[src/rtl/sdram_boot_pkg.sv]
// Shared types for the SDRAM power-up sequencer.
// Assumes a single-data-rate SDRAM command set with active-low strobes.
package sdram_boot_pkg;

    // Commands the sequencer can place on the pins.
    typedef enum logic [1:0] {
        BOOT_CMD_NOP     = 2'd0,
        BOOT_CMD_PRE_ALL = 2'd1,
        BOOT_CMD_AREF    = 2'd2,
        BOOT_CMD_MRS     = 2'd3
    } boot_cmd_e;

    // Steps of the start-up sequence; each names the command issued next.
    typedef enum logic [1:0] {
        BST_PRECH = 2'd0,
        BST_AREF  = 2'd1,
        BST_MRS   = 2'd2,
        BST_DONE  = 2'd3
    } boot_state_e;

    // Strobe pins as a group.
    typedef struct packed {
        logic cs_n;
        logic ras_n;
        logic cas_n;
        logic we_n;
    } boot_pins_t;

    // Cycles from a mode-register load to the next command.
    localparam int unsigned MRS_SETTLE_CYC = 2;

    // Maps a command to its strobe levels.
    function automatic boot_pins_t boot_encode(boot_cmd_e cmd);
        boot_pins_t p;
        p.cs_n = 1'b0;
        unique case (cmd)
            BOOT_CMD_PRE_ALL: begin p.ras_n = 1'b0; p.cas_n = 1'b1; p.we_n = 1'b0; end
            BOOT_CMD_AREF:    begin p.ras_n = 1'b0; p.cas_n = 1'b0; p.we_n = 1'b1; end
            BOOT_CMD_MRS:     begin p.ras_n = 1'b0; p.cas_n = 1'b0; p.we_n = 1'b0; end
            default:          begin p.ras_n = 1'b1; p.cas_n = 1'b1; p.we_n = 1'b1; end
        endcase
        return p;
    endfunction

endpackage

[src/rtl/boot_gap_timer.sv]
// Down-counting spacing timer.
// During reset it takes the stabilisation wait. After reset it reloads
// whenever a command is issued and counts down to zero otherwise.
// Assumes the reset value is steady while rst_n is low.
module boot_gap_timer #(
    parameter int CNT_W = 16
) (
    input  logic             clk,
    input  logic             rst_n,
    input  logic [CNT_W-1:0] rst_val_i,
    input  logic             load_i,
    input  logic [CNT_W-1:0] load_val_i,
    output logic             expired_o
);

    logic [CNT_W-1:0] cnt_q;

    // Counter: preset in reset, reload on issue, else count down to zero.
    always_ff @(posedge clk) begin
        if (!rst_n) begin
            cnt_q <= rst_val_i;
        end else if (load_i) begin
            cnt_q <= load_val_i;
        end else if (cnt_q != '0) begin
            cnt_q <= cnt_q - 1'b1;
        end
    end

    assign expired_o = (cnt_q == '0);

endmodule

[src/rtl/boot_step_fsm.sv]
// Step machine of the start-up sequence.
// When the spacing timer has expired it issues the command of the current
// step, gives the timer the spacing that must follow, and advances.
// The step order comes from an order bit latched during reset.
// Assumes trp_eff_i and trc_eff_i are at least 1.
module boot_step_fsm
    import sdram_boot_pkg::*;
#(
    parameter int NUM_AREF = 2,
    parameter int TIM_W    = 4,
    parameter int CNT_W    = 16
) (
    input  logic             clk,
    input  logic             rst_n,
    input  logic             mrs_first_i,
    input  logic [TIM_W-1:0] trp_eff_i,
    input  logic [TIM_W-1:0] trc_eff_i,
    input  logic             expired_i,
    output logic             issue_o,
    output boot_cmd_e        cmd_o,
    output logic [CNT_W-1:0] gap_o,
    output logic             done_o
);

    localparam int AREF_W = $clog2(NUM_AREF + 1);
    localparam logic [AREF_W-1:0] AREF_LAST = AREF_W'(NUM_AREF - 1);

    boot_state_e       state_q, state_d;
    logic [AREF_W-1:0] aref_q;
    logic              order_q;
    logic              done_q;

    // Next step, command and spacing for the current cycle.
    always_comb begin
        state_d = state_q;
        cmd_o   = BOOT_CMD_NOP;
        gap_o   = '0;
        issue_o = expired_i && (state_q != BST_DONE);
        if (issue_o) begin
            unique case (state_q)
                BST_PRECH: begin
                    cmd_o   = BOOT_CMD_PRE_ALL;
                    gap_o   = CNT_W'(trp_eff_i) - CNT_W'(1);
                    state_d = order_q ? BST_MRS : BST_AREF;
                end
                BST_AREF: begin
                    cmd_o = BOOT_CMD_AREF;
                    gap_o = CNT_W'(trc_eff_i) - CNT_W'(1);
                    if (aref_q == AREF_LAST) begin
                        state_d = order_q ? BST_DONE : BST_MRS;
                    end
                end
                BST_MRS: begin
                    cmd_o   = BOOT_CMD_MRS;
                    gap_o   = CNT_W'(MRS_SETTLE_CYC - 1);
                    state_d = order_q ? BST_AREF : BST_DONE;
                end
                default: begin
                    cmd_o = BOOT_CMD_NOP;
                end
            endcase
        end
    end

    // Step register; starts at the precharge step.
    always_ff @(posedge clk) begin
        if (!rst_n) state_q <= BST_PRECH;
        else        state_q <= state_d;
    end

    // Order bit, captured only while reset is held.
    always_ff @(posedge clk) begin
        if (!rst_n) order_q <= mrs_first_i;
    end

    // Count of refreshes issued so far.
    always_ff @(posedge clk) begin
        if (!rst_n) begin
            aref_q <= '0;
        end else if (issue_o && (state_q == BST_AREF)) begin
            aref_q <= aref_q + 1'b1;
        end
    end

    // Ready flag: set once the final spacing has run out, sticky until reset.
    always_ff @(posedge clk) begin
        if (!rst_n) begin
            done_q <= 1'b0;
        end else if ((state_q == BST_DONE) && expired_i) begin
            done_q <= 1'b1;
        end
    end

    assign done_o = done_q;

endmodule

[src/rtl/boot_pin_driver.sv]
// Registered SDRAM pin stage.
// It turns the command of each cycle into strobe, address and bank levels.
// Clock enable and masks stay high for the whole sequence.
// The mode word goes out with its reserved fields (bits 11..10, 8..7)
// cleared. Assumes ADDR_W >= 11 so that the all-bank flag bit exists.
module boot_pin_driver
    import sdram_boot_pkg::*;
#(
    parameter int ADDR_W = 12,
    parameter int BANK_W = 2,
    parameter int DQM_W  = 2,
    parameter int AP_BIT = 10
) (
    input  logic              clk,
    input  logic              rst_n,
    input  boot_cmd_e         cmd_i,
    input  logic [ADDR_W-1:0] mode_word_i,
    output logic              cke_o,
    output logic              cs_n_o,
    output logic              ras_n_o,
    output logic              cas_n_o,
    output logic              we_n_o,
    output logic [ADDR_W-1:0] addr_o,
    output logic [BANK_W-1:0] ba_o,
    output logic [DQM_W-1:0]  dqm_o
);

    logic [ADDR_W-1:0] mode_keep;
    logic [ADDR_W-1:0] addr_d;
    boot_pins_t        pins_d, pins_q;

    // Keep mask for the mode word: clear bits 7, 8 and 10 upward.
    for (genvar i = 0; i < ADDR_W; i++) begin : g_mode_mask
        if ((i == 7) || (i == 8) || (i >= 10)) begin : g_clr
            assign mode_keep[i] = 1'b0;
        end else begin : g_keep
            assign mode_keep[i] = 1'b1;
        end
    end

    // Address and strobe levels for the command of this cycle.
    always_comb begin
        pins_d = boot_encode(cmd_i);
        addr_d = '0;
        unique case (cmd_i)
            BOOT_CMD_PRE_ALL: addr_d[AP_BIT] = 1'b1;
            BOOT_CMD_MRS:     addr_d = mode_word_i & mode_keep;
            default:          addr_d = '0;
        endcase
    end

    // Output registers; NOP and zero address while reset is held.
    always_ff @(posedge clk) begin
        if (!rst_n) begin
            pins_q <= boot_encode(BOOT_CMD_NOP);
            addr_o <= '0;
        end else begin
            pins_q <= pins_d;
            addr_o <= addr_d;
        end
    end

    assign cs_n_o  = pins_q.cs_n;
    assign ras_n_o = pins_q.ras_n;
    assign cas_n_o = pins_q.cas_n;
    assign we_n_o  = pins_q.we_n;
    assign ba_o    = '0;
    assign cke_o   = 1'b1;
    assign dqm_o   = '1;

endmodule

[src/rtl/sdram_boot_seq.sv]
// SDRAM power-up sequencer, top level.
// It drives NOP for cfg_wait_cycles cycles, then issues a precharge-all,
// NUM_AREF refreshes and one mode-register load, in the order chosen at
// reset. It then raises init_done.
// Assumes the cfg_* inputs are steady from reset until init_done.
module sdram_boot_seq
    import sdram_boot_pkg::*;
#(
    parameter int WAIT_W   = 16,
    parameter int TIM_W    = 4,
    parameter int NUM_AREF = 2,
    parameter int ADDR_W   = 12,
    parameter int BANK_W   = 2,
    parameter int DQM_W    = 2
) (
    input  logic              clk,
    input  logic              rst_n,
    input  logic [WAIT_W-1:0] cfg_wait_cycles,
    input  logic [TIM_W-1:0]  cfg_trp,
    input  logic [TIM_W-1:0]  cfg_trc,
    input  logic [ADDR_W-1:0] cfg_mode_word,
    input  logic              cfg_mrs_first,
    output logic              sd_cke,
    output logic              sd_cs_n,
    output logic              sd_ras_n,
    output logic              sd_cas_n,
    output logic              sd_we_n,
    output logic [ADDR_W-1:0] sd_addr,
    output logic [BANK_W-1:0] sd_ba,
    output logic [DQM_W-1:0]  sd_dqm,
    output logic              init_done
);

    localparam int CNT_W = (WAIT_W > TIM_W) ? WAIT_W : TIM_W;

    if (NUM_AREF < 2) begin : g_bad_aref
        $error("NUM_AREF must be at least 2");
    end

    logic [TIM_W-1:0] trp_eff, trc_eff;
    logic             expired, issue;
    logic [CNT_W-1:0] gap;
    boot_cmd_e        cmd;

    // Zero spacing is treated as one cycle.
    assign trp_eff = (cfg_trp == '0) ? TIM_W'(1) : cfg_trp;
    assign trc_eff = (cfg_trc == '0) ? TIM_W'(1) : cfg_trc;

    boot_gap_timer #(
        .CNT_W(CNT_W)
    ) u_timer (
        .clk       (clk),
        .rst_n     (rst_n),
        .rst_val_i (CNT_W'(cfg_wait_cycles)),
        .load_i    (issue),
        .load_val_i(gap),
        .expired_o (expired)
    );

    boot_step_fsm #(
        .NUM_AREF(NUM_AREF),
        .TIM_W   (TIM_W),
        .CNT_W   (CNT_W)
    ) u_fsm (
        .clk        (clk),
        .rst_n      (rst_n),
        .mrs_first_i(cfg_mrs_first),
        .trp_eff_i  (trp_eff),
        .trc_eff_i  (trc_eff),
        .expired_i  (expired),
        .issue_o    (issue),
        .cmd_o      (cmd),
        .gap_o      (gap),
        .done_o     (init_done)
    );

    boot_pin_driver #(
        .ADDR_W(ADDR_W),
        .BANK_W(BANK_W),
        .DQM_W (DQM_W)
    ) u_pins (
        .clk        (clk),
        .rst_n      (rst_n),
        .cmd_i      (cmd),
        .mode_word_i(cfg_mode_word),
        .cke_o      (sd_cke),
        .cs_n_o     (sd_cs_n),
        .ras_n_o    (sd_ras_n),
        .cas_n_o    (sd_cas_n),
        .we_n_o     (sd_we_n),
        .addr_o     (sd_addr),
        .ba_o       (sd_ba),
        .dqm_o      (sd_dqm)
    );

endmodule

[config.mk]
export PLATFORM = sky130hd
export DESIGN_NAME = sdram_boot_seq
export DESIGN_NICKNAME = d
export VERILOG_FILES = /design/src/rtl/sdram_boot_pkg.sv /design/src/rtl/boot_gap_timer.sv /design/src/rtl/boot_step_fsm.sv /design/src/rtl/boot_pin_driver.sv /design/src/rtl/sdram_boot_seq.sv
export SDC_FILE = /design/constraint.sdc
export NUM_CORES = 1
export LEC_CHECK = 0
export ABC_AREA = 1
export BUFFER_PORTS_ARGS = -buffer_cell sky130_fd_sc_hd__buf_4
export CAP_MARGIN = 5
export CORE_MARGIN = 2
export CORE_UTILIZATION = 41
export CTS_CLUSTER_DIAMETER = 200
export DETAILED_ROUTE_END_ITERATION = 10
export GPL_ROUTABILITY_DRIVEN = 0
export GPL_TIMING_DRIVEN = 0
export PLACE_DENSITY = 0.62
export SLEW_MARGIN = 15
export SYNTH_ARGS = -nofsm -noshare
export SYNTH_HDL_FRONTEND = slang
export SYNTH_SLANG_ARGS = --single-unit
[constraint.sdc]
create_clock -name clk -period 2.51 [get_ports clk]
set_clock_uncertainty 0.15 [all_clocks]
set_input_delay 0.251 -clock clk [delete_from_list [all_inputs] [get_ports clk]]
set_output_delay 0.251 -clock clk [all_outputs]
set_load 0.01 [all_outputs]
==> impl_metrics.ini, run 1 <==
[global_route]
grt_usage_pct = 16.9
grtUsageMet2_pct = 31.2
grt_util_met1_pct = 19.9
grt-busiest-layer = met2
met3_usage_pct = 3.88
grt_pass1_vias = 1756
overflow = 0
grt_max_degree = 13
antenna_found_initial = 0
grt_first_pass_wirelength_mm = 7.31

[critical_path]
endpoint_kind = register
reg2reg_depth = 12
path_class = register to register
rrSetupSlack_ps = 500
slowest_delay_ps = 340
startpoint_type = register
cp_max_fo = 10
r2r-start = u_fsm.state_q[1]
crit_slowest_cell = dfxtp_1
critPathMostFrequentCell = nand2_1
worstPathCellList = inv_1 -> ha_1 -> buf_2 -> nand2_1 -> o21ai_0 -> nand2_1 -> nor2_1 -> nor2_1 -> nand2_1 -> nand2_1 -> nand2_1 -> nand2_1
reg2reg_to = u_timer.cnt_q[3]
crit_arrival_ps = 1900
crit_required_ps = 2400

[timing]
slew_headroom_pct = 66.6
fin_crit_ps = 2010
hold_violations = 0
post-route-period-util_pct = 80.1
fmax_mhz = 497
setup_viol = 0
tightest_slew_ps = 501
rsz0062_at_grt = false
drv_slew = 0

[layout]
finish.utilization_pct = 55.1
syn_to_final_growth_pct = 27.9
final_common_cell = nand2_1
design_area_mm2 = 0.00266
fin_nets = 390
antennaDiodeCount = 0
multi_input_area_mm2 = 0.00102
final_layout_size_suffix_gt1_share_pct = 22.8
final_cell_mix = 70 x nand2_1, 58 x buf_4, 39 x nor2_1
seqCellArea_um2 = 851
n_fill_cell = 499

[placed_design]
placed_cell_area_mm2 = 0.00254
hpwlAfterDp_mm = 3.41
portBuffers = 47

[routing]
drt-initial-drc-count = 91
avgRoutedWirePerCell_um = 10.6
wl_mm = 4.36
drtPass1Iterations = 4
vias = 1869
viasPerCell = 4.53
drc_errors = 0
drtAntennaViolNets = 0

[synthesis]
synth_seq_cells = 34
syn_avg_cell_area_um2 = 7.39
yosys-top-cells-area = edfxtp_1 25%, dfxtp_1 16%, nand2_1 13%
syn_inst = 281
yosysTopAreaCell = edfxtp_1
synth_warnings = 0
synth_top_cell_area_share_pct = 24.6
synth_cell_types = 33
ys_seq_area_share_pct = 41.0
synth_area_mm2 = 0.00208

[floorplan]
io_pins = 61
dieArea_mm2 = 0.00565
core_area_mm2 = 0.00482
fp.dieW_um = 75.2
fp.dieH_um = 75.2
rows = 25
initial_utilization_pct = 43.1

[clock_network]
htree_levels = 2
cts_resized = 0
clk_pin_slew_ps = 70
clk_latency_ps = 280
cts.sinks = 34
cts_root_buf = clkbuf_8
clk_path_buf_depth = 2
cts_buffers = 5
cts_tree = yes

[min_path]
whs_path_depth = 3
hp-class = primary input to register
hold_start = cfg_mode_word[0]
hold-path-endpoint = u_pins.addr_o[0]

[power_and_ir_drop]
ir_drop_uv = 427
power.density_mw_per_mm2 = 475
leakage_nw = 1.31

[run_status]
status = finished clean

[flow_run]
cap_violations = 0
==> where the power goes <==
group / switching [mW] / leakage [nW] / total, mW / internal [mW]
sequential: 0.0260 / 0.321 / 0.643 / 0.617
combinational: 0.108 / 0.942 / 0.205 / 0.0967
clock: 0.192 / 0.0482 / 0.413 / 0.221
total: 0.326 / 1.31 / 1.26 / 0.935
==> critical path, delay by kind of cell, from the launching register on <==
| family | cells | cell delay [ps] |
|---|---|---|
| simple gates | 8 | 570 |
| buf+inv | 2 | 360 |
| flops | 1 | 340 |
| fa+ha+maj | 1 | 240 |
| compound gates | 1 | 130 |
==> cell families after synthesis <==
kind of cell,Yosys count,synth area share [%]
DFF,34,41.0
adders and majority gates,6,3.61
and+or+nand+nor,147,32.6
buffers and inverters,53,11.3
xor gates and xnor gates,6,2.53
other,2,0.362
muxes,1,0.482
AOI/OAI and AO/OA,32,8.13
==> final cells by class <==
type | count | area share, %
Tap cell | 67 | 3.16
Buffer | 14 | 3.34
Sequential cell | 34 | 32.0
Clock buffer | 7 | 3.25
Inverter | 39 | 5.51
Timing Repair Buffer | 50 | 14.2
Multi-Input combinational cell | 201 | 38.3
Clock inverter | 1 | 0.188
==> cells in the mapped netlist <==
cell and count:
nand3_1 17, nand4_4 1, nor2_4 1, nor2_2 3
clkbuf_1 2, buf_2 2, a21boi_0 1, nand4_1 6
nand3_4 1, buf_1 1, buf_4 9, mux2i_1 1
dfxtp_1 17, or2_2 2, nand3_2 1, a21oi_1 10
nor2_8 1, ha_1 6, nor2_1 39, a31oi_1 1
conb_1 2, nand3b_1 2, edfxtp_1 17, and2_1 1
clkinv_1 1, o21ai_0 17, inv_1 38, o21ai_1 1
o21bai_1 1, o21a_1 1, nand2_1 70, nand2_2 2
xor2_1 6
==> metal layers <==
| layer | up-vias | routed length [µm] |
|---|---|---|
| li1 | 1000 | - |
| met1 | 816 | 1830 |
| met2 | 48 | 2230 |
| met3 | 5 | 279 |
| met4 | 0 | 25 |
| met5 | - | 0 |
==> flip-flops by register name, summed over array words and instances, names as in the netlist <==
register	count
u_timer.cnt_q	16
u_fsm.aref_q	2
u_pins.cas_n_o	1
u_pins.ras_n_o	1
u_fsm.state_q	2
u_fsm.order_q	1
u_fsm.done_o	1
u_pins.we_n_o	1
u_pins.addr_o	9
==> how the worst max path moves through the flow <==
stage / from / to / slack (ps) / depth (start not counted)
finish: u_fsm.state_q[1] / u_timer.cnt_q[3] / 500 / 12
global route: u_fsm.state_q[1] / u_timer.cnt_q[3] / 250 / 11
CTS: u_fsm.state_q[1] / u_timer.cnt_q[3] / 480 / 12
detailed placement: u_timer.cnt_q[0] / u_timer.cnt_q[10] / -80 / 7
global placement: u_timer.cnt_q[0] / u_timer.cnt_q[4] / -70 / 7
floorplan: u_timer.cnt_q[0] / u_timer.cnt_q[0] / 370 / 7
==> per-stage QoR <==
| stage | setup slack, ps | TNS, ps | hold slack, ps | cells | total power, mW |
|---|---|---|---|---|---|
| after global placement | -68.3 | -1080 | 280 | 402 | 0.857 |
| final | 499 | 0 | 35.2 | 413 | 1.26 |
| after detailed placement | -84.7 | -1350 | 283 | 402 | 0.860 |
| after global routing | 246 | 0 | 33.4 | 413 | 1.33 |
| after CTS | 483 | 0 | 29.6 | 413 | 1.28 |
| after floorplan | 373 | 0 | 200 | 288 | 0.786 |
==> what timing repair did <==
item                                    CTS  global route
endpoints found under the hold margin     1             0
buffers inserted                          2             0
hold buffers                              1             0
endpoints found under the setup margin   16             0
No activity file was read; power rests on OpenSTA's default activity.
==> run 2, diff against run 1 <==
--- a/config.mk
+++ b/config.mk
@@ -14,7 +14,7 @@
 export DETAILED_ROUTE_END_ITERATION = 10
 export GPL_ROUTABILITY_DRIVEN = 0
 export GPL_TIMING_DRIVEN = 0
-export PLACE_DENSITY = 0.62
+export PLACE_DENSITY = 0.64
 export SLEW_MARGIN = 15
 export SYNTH_ARGS = -nofsm -noshare
 export SYNTH_HDL_FRONTEND = slang
==> constraint.sdc (replaced) <==
create_clock -name clk -period 1.77 [get_ports clk]
set_clock_uncertainty 0.15 [all_clocks]
set_input_delay 0.177 -clock clk [delete_from_list [all_inputs] [get_ports clk]]
set_output_delay 0.177 -clock clk [all_outputs]
set_load 0.01 [all_outputs]
==> run 2 against run 1 <==
Compared with the run above:
- the run now ends with negative setup slack left
- combinational power up 99%
- global-route usage up 1.9 points
- via count up 12%
- sequential cell count unchanged
- sequential share of layout area down 5.4 points
- largest cell class unchanged
- die area unchanged
- non-clock buffer count up 34
- clock power up 97%
- power up 69%
- critical endpoint is now u_timer.cnt_q[9]
- setup slack worse by 630 ps
==> impl_metrics.ini, run 2 (synthesized netlist as in run 1, its figures left out) <==
[clock_network]
cts_buffers = 5
clk_latency_ps = 290
htree_levels = 2
clk_pin_slew_ps = 80
clk_path_buf_depth = 2
cts_tree = yes
cts.sinks = 34
cts_root_buf = clkbuf_8

[routing]
avgRoutedWirePerCell_um = 12.1
viasPerCell = 4.67
drtAntennaViolNets = 0
wl_mm = 5.41
drc_errors = 0
drtPass1Iterations = 4
drt-initial-drc-count = 71
vias = 2087

[run_status]
status = finished with violations
failed_checks = negative setup slack

[power_and_ir_drop]
power.total_mw = 2.13
power.density_mw_per_mm2 = 667
leakage_nw = 1.56
ir_drop_uv = 589

[floorplan]
initial_utilization_pct = 43.1
core_area_mm2 = 0.00482
fp.dieW_um = 75.2
fp.dieH_um = 75.2
io_pins = 61
rows = 25
dieArea_mm2 = 0.00565

[layout]
final_cell_mix = 78 x buf_4, 62 x nand2_1, 32 x inv_1
antennaDiodeCount = 0
syn_to_final_growth_pct = 54.2
final_layout_size_suffix_gt1_share_pct = 38.2
final_common_cell = buf_4
fin_nets = 424
regMostFlops = u_timer.cnt_q
largest_reg_flops = 16
finish.utilization_pct = 66.5
reg_top3 = u_timer.cnt_q x16, u_pins.addr_o x9

[critical_path]
startpoint_type = register
slowest_delay_ps = 470
crit_required_ps = 1660
cp_max_fo = 8
endpoint_kind = register
crit_arrival_ps = 1790
crit_slowest_cell = edfxtp_1
worstPathCellList = nor2_2 -> nand2_2 -> nor2_8 -> nand4_4 -> buf_4 -> nand3_1 -> o21ai_0
path_class = register to register

[global_route]
grt_pass1_vias = 1915
antenna_found_initial = 0
overflow = 0
grt_usage_pct = 18.8
grt_first_pass_wirelength_mm = 8.07
grt_max_degree = 18

[timing]
fin_crit_ps = 1900
post-route-period-util_pct = 107
hold_violations = 0
setup_viol = 43
finalSetupTns_ps = -3080
fmax_mhz = 527
drv_slew = 0
slew_headroom_pct = 60.9
tightest_slew_ps = 587
setup_ws_ps = -126
rsz0062_at_grt = true

[placed_design]
place_ws_ps = -800
portBuffers = 47
hpwlAfterDp_mm = 3.51

[min_path]
hp-class = primary input to register

[flow_run]
cap_violations = 0
-- run 2: cell types whose count changed in the layout (fill, tap and decap cells not counted), sizes merged --
cell	delta
clkbuf	-1
dlygate4sd3	+8
bufinv	+1
buf	+26
-- run 2: timing repair --
| item | 4_1_cts | 5_1_grt |
|---|---|---|
| endpoints found under the hold margin | 9 | 0 |
| pin swaps | 5 | 14 |
| setup endpoints to repair | 41 | 48 |
| buffers inserted | 13 | 14 |
| resized for setup | 29 | 27 |
| gates cloned | 1 | 0 |
| hold buffers | 9 | 0 |
-- run 2: final cells by class --
cell class	count	area (µm²)
clock inverter	2	38.8
buffer	14	105
clock buffer	6	93.8
multi-input combinational	201	1170
fill	434	1620
tap	67	83.8
inverter	39	146
sequential	34	853
timing repair buffer	84	709
-- run 2: power breakdown --
| group | internal [mW] | switching, mW | total, mW |
|---|---|---|---|
| Clock | 0.507 | 0.305 | 0.812 |
| Sequential | 0.875 | 0.0406 | 0.915 |
| Combinational | 0.204 | 0.203 | 0.407 |
| Total | 1.59 | 0.549 | 2.13 |
-- run 2: metrics by stage --
stage / cells / area (µm²) / hold slack, ps
floorplan: 288 / 2120 / 126
global placement: 402 / 2550 / 206
detailed placement: 402 / 2550 / 206
CTS: 433 / 3010 / 5.05
global route: 447 / 3200 / 8.79
finish: 447 / 3200 / 1.08
-- run 2: worst max-delay path: cells and delay by family (launching register included) --
| family | cells | cell delay, ps |
|---|---|---|
| simple gates | 5 | 740 |
| flops | 1 | 470 |
| buf+inv | 1 | 210 |
| compound gates | 1 | 70 |
-- run 2: per-layer routing --
metal  part of all wire, %  global-route usage, %
met5                     0                      0
met4                   1.3                   6.04
met3                   5.2                   3.88
met2                    54                   35.0
met1                    39                   21.2
-- run 2: final timing paths --
check	start	endpoint	slack, ps	depth (start not counted)
worst max-delay path	u_timer.cnt_q[6]	u_timer.cnt_q[9]	-130	7
worst min-delay path	cfg_wait_cycles[4]	u_timer.cnt_q[4]	1	3
worst max register to register	u_timer.cnt_q[6]	u_timer.cnt_q[9]	-130	7
worst min register to register	u_fsm.done_o	u_fsm.done_o	290	2
